<file path="src/rtl/mc_evt_pkg.sv">
package mc_evt_pkg;

   localparam int DATA_W     = 32;
   localparam int WADDR_W    = 6;
   localparam int MAX_SLOTS  = 8;
   localparam int VALUE_BASE = 8;

   localparam int F_OVF = 0;
   localparam int F_CLR = 1;
   localparam int F_EN  = 2;
   localparam int F_PRE = 16;
   localparam int F_SEL = 24;

   typedef struct packed {
      logic [7:0] sel;
      logic [7:0] pre;
      logic       en;
      logic       clr;
   } ctrl_wr_t;

endpackage

</file>
<file path="src/rtl/mc_evt_pick.sv">
module mc_evt_pick #(
   parameter int EVT_W = 128
) (
   input  logic [EVT_W-1:0] strobe,
   input  logic [7:0]       code,
   output logic             hit
);

   localparam int FULL_W = 256;

   logic [FULL_W-1:0] strobe_ext;

   generate
      if (EVT_W == FULL_W) begin : g_full
         assign strobe_ext = strobe;
      end else begin : g_pad
         assign strobe_ext = {{(FULL_W-EVT_W){1'b0}}, strobe};
      end
   endgenerate

   // code 0 belongs to the cycle counter; codes at or above EVT_W hit the zero pad
   assign hit = (code != 8'd0) && strobe_ext[code];

endmodule

</file>
<file path="src/rtl/mc_evt_slot.sv">
module mc_evt_slot
   import mc_evt_pkg::*;
#(
   parameter bit IS_CYC      = 1'b0,
   parameter int CNT_W       = 32,
   parameter int PRE_LSB     = 16,
   parameter bit STOP_ON_OVF = 1'b0
) (
   input  logic              clk,
   input  logic              rst_n,
   input  logic              wr,
   input  ctrl_wr_t          wfld,
   input  logic              run,
   input  logic              hit,
   output logic [DATA_W-1:0] ctrl_rd,
   output logic [DATA_W-1:0] cnt_rd
);

   logic             en_q, clr_q, ovf_q;
   logic [7:0]       pre_q, sel_q;
   logic [CNT_W-1:0] cnt_q;

   logic             clr_act, clr_nxt, hold, inc;
   logic [CNT_W-1:0] load_val;

   generate
      if (IS_CYC) begin : g_cyc
         // clear fires on a 0-to-1 step of the stored clear bit
         assign clr_act = wr && wfld.clr && !clr_q;
         assign clr_nxt = wr ? wfld.clr : clr_q;
         assign hold    = ovf_q;
         always_comb begin
            load_val = '0;
            load_val[PRE_LSB +: 8] = wfld.pre;
         end
      end else begin : g_evt
         // writing 0 clears; the bit returns to 1 on the following cycle
         assign clr_act  = wr && !wfld.clr;
         assign clr_nxt  = wr ? wfld.clr : 1'b1;
         assign hold     = STOP_ON_OVF ? ovf_q : 1'b0;
         assign load_val = '0;
      end
   endgenerate

   assign inc = en_q && run && hit && !hold;

   always_ff @(posedge clk or negedge rst_n) begin
      if (!rst_n) begin
         en_q  <= 1'b0;
         clr_q <= 1'b1;
         ovf_q <= 1'b0;
         pre_q <= '0;
         sel_q <= '0;
         cnt_q <= '0;
      end else begin
         clr_q <= clr_nxt;
         if (wr) begin
            en_q  <= wfld.en;
            pre_q <= wfld.pre;
            sel_q <= wfld.sel;
         end
         if (clr_act) begin
            cnt_q <= load_val;
            ovf_q <= 1'b0;
         end else if (inc) begin
            cnt_q <= cnt_q + 1'b1;
            if (&cnt_q) ovf_q <= 1'b1;
         end
      end
   end

   assign ctrl_rd = {sel_q, pre_q, 13'd0, en_q, clr_q, ovf_q};
   assign cnt_rd  = DATA_W'(cnt_q);

endmodule

</file>
<file path="src/rtl/mc_evt_bank.sv">
module mc_evt_bank
   import mc_evt_pkg::*;
#(
   parameter int NUM_CNT     = 4,
   parameter int CYC_W       = 32,
   parameter int EV_W        = 32,
   parameter int PRE_LSB     = 16,
   parameter int EVT_W       = 128,
   parameter bit STOP_ON_OVF = 1'b0
) (
   input  logic               clk,
   input  logic               rst_n,
   input  logic               bus_wr,
   input  logic [WADDR_W-1:0] bus_addr,
   input  logic [DATA_W-1:0]  bus_wdata,
   output logic [DATA_W-1:0]  bus_rdata,
   input  logic [EVT_W-1:0]   evt_strobe,
   output logic               irq
);

   localparam int IDX_W = $clog2(MAX_SLOTS);

   generate
      if (NUM_CNT < 2 || NUM_CNT > MAX_SLOTS) begin : g_bad_num
         $error("mc_evt_bank: NUM_CNT must be within 2..8");
      end
      if (CYC_W > DATA_W || EV_W > DATA_W || EV_W < 2) begin : g_bad_width
         $error("mc_evt_bank: counter widths must be within 2..32");
      end
      if (PRE_LSB < 0 || PRE_LSB + 8 > CYC_W) begin : g_bad_pre
         $error("mc_evt_bank: preload byte must fit inside the cycle counter");
      end
      if (EVT_W < 2 || EVT_W > 256) begin : g_bad_evt
         $error("mc_evt_bank: EVT_W must be within 2..256");
      end
   endgenerate

   logic [NUM_CNT-1:0][DATA_W-1:0] ctrl_rd;
   logic [NUM_CNT-1:0][DATA_W-1:0] val_rd;
   logic [NUM_CNT-1:0]             wr_hit;
   logic                           cyc_en, bank_run;
   logic                           ctrl_space;
   logic [IDX_W-1:0]               idx;
   ctrl_wr_t                       wfld;

   assign wfld = '{sel: bus_wdata[F_SEL +: 8],
                   pre: bus_wdata[F_PRE +: 8],
                   en:  bus_wdata[F_EN],
                   clr: bus_wdata[F_CLR]};

   assign idx        = bus_addr[IDX_W-1:0];
   assign ctrl_space = (bus_addr[WADDR_W-1:IDX_W] == '0);

   assign cyc_en   = ctrl_rd[0][F_EN];
   assign irq      = ctrl_rd[0][F_OVF];
   assign bank_run = cyc_en && !irq;

   generate
      for (genvar g = 0; g < NUM_CNT; g++) begin : g_slot
         assign wr_hit[g] = bus_wr && ctrl_space && (idx == IDX_W'(g));
         if (g == 0) begin : g_master
            mc_evt_slot #(
               .IS_CYC      (1'b1),
               .CNT_W       (CYC_W),
               .PRE_LSB     (PRE_LSB),
               .STOP_ON_OVF (1'b1)
            ) u_slot (
               .clk     (clk),
               .rst_n   (rst_n),
               .wr      (wr_hit[g]),
               .wfld    (wfld),
               .run     (1'b1),
               .hit     (1'b1),
               .ctrl_rd (ctrl_rd[g]),
               .cnt_rd  (val_rd[g])
            );
         end else begin : g_event
            logic hit;
            mc_evt_pick #(.EVT_W(EVT_W)) u_pick (
               .strobe (evt_strobe),
               .code   (ctrl_rd[g][F_SEL +: 8]),
               .hit    (hit)
            );
            mc_evt_slot #(
               .IS_CYC      (1'b0),
               .CNT_W       (EV_W),
               .PRE_LSB     (PRE_LSB),
               .STOP_ON_OVF (STOP_ON_OVF)
            ) u_slot (
               .clk     (clk),
               .rst_n   (rst_n),
               .wr      (wr_hit[g]),
               .wfld    (wfld),
               .run     (bank_run),
               .hit     (hit),
               .ctrl_rd (ctrl_rd[g]),
               .cnt_rd  (val_rd[g])
            );
         end
      end
   endgenerate

   always_comb begin
      bus_rdata = '0;
      if (bus_addr[WADDR_W-1:IDX_W+1] == '0) begin
         for (int i = 0; i < NUM_CNT; i++) begin
            if (idx == IDX_W'(i)) begin
               bus_rdata = bus_addr[IDX_W] ? val_rd[i] : ctrl_rd[i];
            end
         end
      end
   end

endmodule

</file>
<file path="config.mk">
export PLATFORM = sky130hd
export DESIGN_NAME = mc_evt_bank
export DESIGN_NICKNAME = d
export VERILOG_FILES = /design/src/rtl/mc_evt_pkg.sv /design/src/rtl/mc_evt_pick.sv /design/src/rtl/mc_evt_slot.sv /design/src/rtl/mc_evt_bank.sv
export SDC_FILE = /design/constraint.sdc
export NUM_CORES = 1
export LEC_CHECK = 0
export BUFFER_PORTS_ARGS = -buffer_cell sky130_fd_sc_hd__buf_2
export CORE_MARGIN = 1.5
export CORE_UTILIZATION = 60
export CTS_BUF_LIST = sky130_fd_sc_hd__clkbuf_4 sky130_fd_sc_hd__clkbuf_8
export DETAILED_ROUTE_END_ITERATION = 7
export PLACE_DENSITY = 0.84
export SYNTH_ARGS = -nofsm -noshare
export SYNTH_HDL_FRONTEND = slang
export SYNTH_SLANG_ARGS = --single-unit
</file>
<file path="constraint.sdc">
create_clock -name clk -period 4 [get_ports clk]
set_input_delay 0.4 -clock clk [delete_from_list [all_inputs] [get_ports clk]]
set_output_delay 0.4 -clock clk [all_outputs]
set_load 0.005 [all_outputs]
</file>
### Word level (Yosys, flattened, before mapping)

Cells that the tools add are included.

* input port bits: 169
* logic and storage cells: 117
* register bits after elaboration: 204
* output and inout port bits: 33

* order comparisons: 3
* eq/ne operators: 3
* multiplexer cells: 38
* add/subtract/negate cells: 4
* reductions and logical operators: 45

Operator list (count)
* 32-bit 2-to-1 mux: 17
* 32-bit by 1-bit adder with 32-bit output, second input constant: 4
* 32-bit AND reduction: 4
* 8-bit by 9-bit < comparator with 1-bit output, second input constant: 3
* 1-bit binary-select mux with 8-bit select: 3
* 8-bit nonzero test: 3
* 1-bit logical AND: 20
* 1-bit 2-to-1 mux: 18
* 2-bit nonzero test: 8
* 2-bit AND reduction: 4
* 3-bit by 2-bit == test with 1-bit output, second input constant: 2
* 3-bit zero test: 2
* 3-bit by 1-bit == test with 1-bit output, second input constant: 1
* 1-bit zero test: 3
* 2-bit zero test: 1

### Depth between registers and ports, before layout

* depth after elaboration: 7
* gate-level depth with buffers: 12
* mapped depth without buffers: 8

### Hierarchy

A second synthesis with hierarchy kept.

* cell total of the unflattened synthesis: 1601
* area, all modules: 16350.7 um^2

By module, submodules not included
* mc_evt_slot (g_slot[1].g_event.u_slot ...): times used 3, area an instance 2588.7 um^2, cells each 249
* mc_evt_pick: times used 3, area an instance 1137.3 um^2, cells each 104
* mc_evt_slot (g_slot[0].g_master.u_slot): times used 1, area an instance 2648.8 um^2, cells each 264
* mc_evt_bank: times used 1, area an instance 2523.7 um^2, cells each 278

### Worst setup path before layout

OpenSTA, ideal clock, no wires.

* path kind: reg-to-reg
* start point: register g_slot[2].g_event.u_slot.sel_q[0]
* end point: register g_slot[2].g_event.u_slot.cnt_q[10]
* arrival time: 2.846 ns
* stages on the path, launching flop included: 11
* path buffers: 4
* path slack: 1.028 ns
* library setup time: 0.126 ns
* data required time: 3.874 ns
* path through: dfrtp_1 -> buf_2 -> buf_1 -> mux4_2 -> a211oi_1 -> a21oi_1 -> o211ai_1 -> clkbuf_1 -> buf_1 -> a21oi_1 -> mux2i_1

* longest elaborated chain between the ends: 5
* elaborated cells between the ends (all ways): 6
* classes of those cells: 2 x mux; 4 x reduce/logical

Ends and longest elaborated chain
* start: declaration: RTL line mc_evt_slot.sv:20 `logic [7:0] pre_q, sel_q;`
* start signal: assignment: RTL line mc_evt_slot.sv:60 `sel_q <= wfld.sel;`
* 1-bit binary-select mux with 8-bit select: RTL line mc_evt_pick.sv:22 `assign hit = (code != 8'd0) && strobe_ext[code];`
* 1-bit 2-to-1 mux (implied by the code): RTL line mc_evt_pick.sv:22
* 1-bit logical AND (*): RTL line mc_evt_pick.sv:22
* 1-bit logical AND (*): RTL line mc_evt_slot.sv:45 `assign inc = en_q && run && hit && !hold;`
* 2-bit nonzero test (no source line) (*)
* end signal: assignment: RTL line mc_evt_slot.sv:63 `cnt_q <= load_val;`
* end signal: assignment: RTL line mc_evt_slot.sv:66 `cnt_q <= cnt_q + 1'b1;`
* end: declaration: RTL line mc_evt_slot.sv:21 `logic [CNT_W-1:0] cnt_q;`

Every way passes the cells marked *; elsewhere a longest branch is shown, timed or not. The select of a mux whose other input is x is not followed.
A chain may end at the register's enable or synchronous reset.

### Worst setup path in the final report

* start point: register g_slot[1].g_event.u_slot.sel_q[1]
* end point: register g_slot[1].g_event.u_slot.cnt_q[24]

* longest elaborated chain between the ends: 5
* elaborated cells between the ends (all ways): 6
* classes of those cells: 2 x mux; 4 x reduce/logical

Ends and longest elaborated chain (RTL line)
* start: declaration: mc_evt_slot.sv:20
* start signal: assignment: mc_evt_slot.sv:60
* 1-bit binary-select mux with 8-bit select: mc_evt_pick.sv:22
* 1-bit 2-to-1 mux (implied by the code): mc_evt_pick.sv:22
* 1-bit logical AND (*): mc_evt_pick.sv:22
* 1-bit logical AND (*): mc_evt_slot.sv:45
* 2-bit nonzero test (no source line) (*)
* end signal: assignment: mc_evt_slot.sv:63
* end signal: assignment: mc_evt_slot.sv:66
* end: declaration: mc_evt_slot.sv:21

Marks and branches as above.

==> impl_metrics.csv <==
group,metric,value,unit
pwr,finalPower,6.618,mW
synthesis,synth_area,14990,um^2
floorplan,rows,57,
cts,path_clk_slew,0.06,ns
floorplan,dieArea,25940,um^2
setup_path,path_cells,"mux4_2 -> mux2i_1 -> and3_1 -> o41ai_1 -> nand4_1 -> or4_1 -> a21oi_1",
synthesis,synthesis.nets,1664,
route,viasPerCell,6.986,
synthesis,synth-seq-area-share,34.09,%
cts,cts_root_buf,"clkbuf_8",
synthesis,synth-edff-count,0,
setup_path,critical_path.max_fanout,23,
status,status,"finished, violations left",
finish,mostFrequentLayoutCells,"dfrtp_1 (197), buf_2 (185), mux2i_1 (138)",
job,drv_cap,0,
timing,worst_slew_pin_slew,1.214,ns
floorplan,die_x,161.1,um
synthesis,synthTopCellsByArea,"dfrtp_1 (33%), mux4_2 (14%), mux2i_1 (9.2%), mux2_2 (5.8%), a21oi_1 (3.3%)",
cts,cts.sinks,204,
route,routedWlPerCell,22.84,um
synthesis,yosys.cell_types.count,68,
cts,h-tree-depth,2,
setup_path,cp.buffers_inverters,0,
route,ant_nets,0,
finish,layout_commonest_cell,"dfrtp_1",
global_routing,grt_pass1_wl,72800,um
synthesis,synth-async-reset-ratio,100.0,%
timing,rsz0062_at_grt,"no",
timing,fin_setup_tns,0,ns
global_routing,antenna_found_initial,0,
timing,finalHoldViolCount,0,
pwr,power.leakage,7.006,nW
synthesis,yosysTopAreaCell,"dfrtp_1",
pwr,peakVddDrop,0.2052,mV
route,drcViolationCount,1,
finish,drive_gt1_share,29.08,%
cts,cts_buffer_depth,3,
finish,final_util,69.65,%
global_routing,grt-ovfl-total,0,
finish,nFillCells,1810,
setup_path,slowest_delay,0.97,ns
timing,finalCritPeriodShare,90.37,%
floorplan,start_util,61.45,%
placement,dp_worst_setup_slack,0.4876,ns
status,violations,"DRC",
timing,skew,0.02161,ns
route,drt_iter0_markers,1909,
finish,final_cells,2002,
pwr,power_density,389.6,nW/um^2
min_path,min_path_type,"primary input to flop",
setup_path,critical_path_class,"flop to flop",
finish,syn_to_final_growth,13.34,%
route,wl_met3,4660,um
setup_path,cp.required,4.45,ns
timing,maxSlewViolCount,0,
finish,finalInstanceArea,16990,um^2
placement,place_area,16250,um^2
route,vias,13990,
route,met1_length,17080,um
cts,cts_made_buffers,36,
synthesis,syn_inst,1491,
timing,relSlewSlack,19.07,%
synthesis,ys_ff_latch,204,
timing,setup_viol,0,
timing,period_needed,3.615,ns
floorplan,ios,202,
global_routing,grt_max_degree,88,
cts,cts_tree,"yes",
setup_path,startpoint_type,"flop",
placement,hpwl,33670,um
placement,place_congestion,0.9555,
finish,layout.nets,1826,
setup_path,end_kind,"flop",
global_routing,grt_usage,35.64,%
synthesis,avgSynthCellArea,10.05,um^2
timing,hold_slack,0.1623,ns
route,highest_layer,"met4",
global_routing,grt_pass1_vias,13550,
setup_path,cp_top_family,"simple AND/OR/NAND/NOR gates",
route,wl_met2,21070,um
synthesis,ys.flop_type,"dfrtp_1",
floorplan,core_area,24390,um^2
route,first_pass_iters,8,
timing,fin_ws,0.3852,ns
placement,io_buffers,187,
synthesis,synth_warnings,0,
route,drt-total-wl,45730,um
timing,fmax,276.6,MHz
setup_path,crit_arrival,4.07,ns
floorplan,die_h,161.1,um
synthesis,yosysTopAreaCellShare,33.39,%
finish,antenna_cells,0,
placement,placed_cells,1938,
cts,clk_latency,0.54,ns
setup_path,slowest_stage,"dfrtp_1",
==> synthesized netlist by cell type, drive strengths merged (3+ instances only) <==
master / count
nor3b: 6
nand3: 48
nor3: 15
nor4: 13
buf: 35
a22oi: 7
a31o: 3
xor2: 19
xnor2: 19
a21oi: 98
nand2b: 43
inv: 23
or4: 28
o21ai: 28
o41ai: 6
dfstp: 4
nor2: 114
a221oi: 18
o21a: 5
ha: 4
a311oi: 3
clkbuf: 73
a2111oi: 4
a31oi: 5
o22ai: 42
nand4: 44
nand3b: 5
dfrtp: 200
mux2: 77
a211oi: 5
o31ai: 22
and3: 20
or2: 6
mux2i: 138
o211ai: 5
and2: 13
or3: 18
nand2: 125
mux4: 96
nor2b: 13
and4: 11
nand4b: 4
or3b: 4
==> sequential cells by signal, indices dropped and copies added, names as in the netlist, 3 cells and up <==
register	cells
g_slot.g_event.u_slot.en_q	3
g_slot.g_event.u_slot.ovf_q	3
g_slot.g_master.u_slot.sel_q	8
g_slot.g_event.u_slot.clr_q	3
g_slot.g_event.u_slot.sel_q	24
g_slot.g_event.u_slot.cnt_rd	96
g_slot.g_event.u_slot.pre_q	24
g_slot.g_master.u_slot.cnt_rd	32
g_slot.g_master.u_slot.pre_q	8
==> worst register-to-register path, delay by kind of cell, from the launching register on <==
kind             cells  cell delay, ns
flip-flops           1            0.97
multiplexers         2            0.54
AND/OR/NAND/NOR      3            1.24
AO/OA/AOI/OAI        2            0.79
==> cell type report <==
cell class / instances / area (um^2) / area share [%]
clock buffer: 56 / 658.1 / 3.874
clock inverter: 7 / 66.31 / 0.3903
inverter: 23 / 86.33 / 0.5082
multi-input combinational: 1156 / 9321 / 54.87
sequential: 204 / 5114 / 30.10
tap: 324 / 405.4 / 2.386
timing repair buffer: 232 / 1338 / 7.873
==> metal layers <==
metal / vias up / global-route usage [%]
met4: 0 / 20.58
met2: 1001 / 56.72
met5: - / 0
met1: 6730 / 46.49
li1: 6043 / -
met3: 212 / 5.855
==> logic make-up after synthesis <==
group                    Yosys count  share of synthesized area [%]
AO/OA/AOI/OAI                    267                          11.37
XOR/XNOR                          38                          2.220
adder cells (fa/ha/maj)            4                         0.3339
buffers and inverters            131                          3.831
flip-flops                       204                          34.09
multiplexers                     311                          29.52
AND/OR/NAND/NOR                  536                          18.63
==> path summary, 6_finish.rpt <==
| kind | to | slack (ns) | startpoint | depth (start not counted) |
|---|---|---|---|---|
| min in group asynchronous | g_slot[3].g_event.u_slot.cnt_rd[3] | 0.46 | rst_n | 2 |
| worst min register to register | g_slot[3].g_event.u_slot.ovf_q | 0.48 | g_slot[3].g_event.u_slot.ovf_q | 2 |
| max in group asynchronous | g_slot[1].g_event.u_slot.clr_q | 2.53 | rst_n | 3 |
| worst min-delay path | g_slot[1].g_event.u_slot.sel_q[2] | 0.16 | bus_wdata[26] | 2 |
| worst max-delay path | g_slot[1].g_event.u_slot.cnt_rd[24] | 0.39 | g_slot[1].g_event.u_slot.sel_q[1] | 7 |
| worst max register to register | g_slot[1].g_event.u_slot.cnt_rd[24] | 0.39 | g_slot[1].g_event.u_slot.sel_q[1] | 7 |
==> power by group <==
part | total [mW] | leakage, nW | internal, mW | switching [mW]
clock network | 1.99 | 0.390 | 1.11 | 0.873
logic | 1.87 | 4.17 | 0.901 | 0.968
registers | 2.76 | 2.45 | 2.34 | 0.426
total | 6.62 | 7.01 | 4.35 | 2.27
==> repair_timing <==
item                      CTS  global route
hold buffers                1             0
setup buffers               0             0
hold endpoints to repair   83             0
gates resized for setup     0             0
Note: power is estimated with default switching activity, not from simulation.
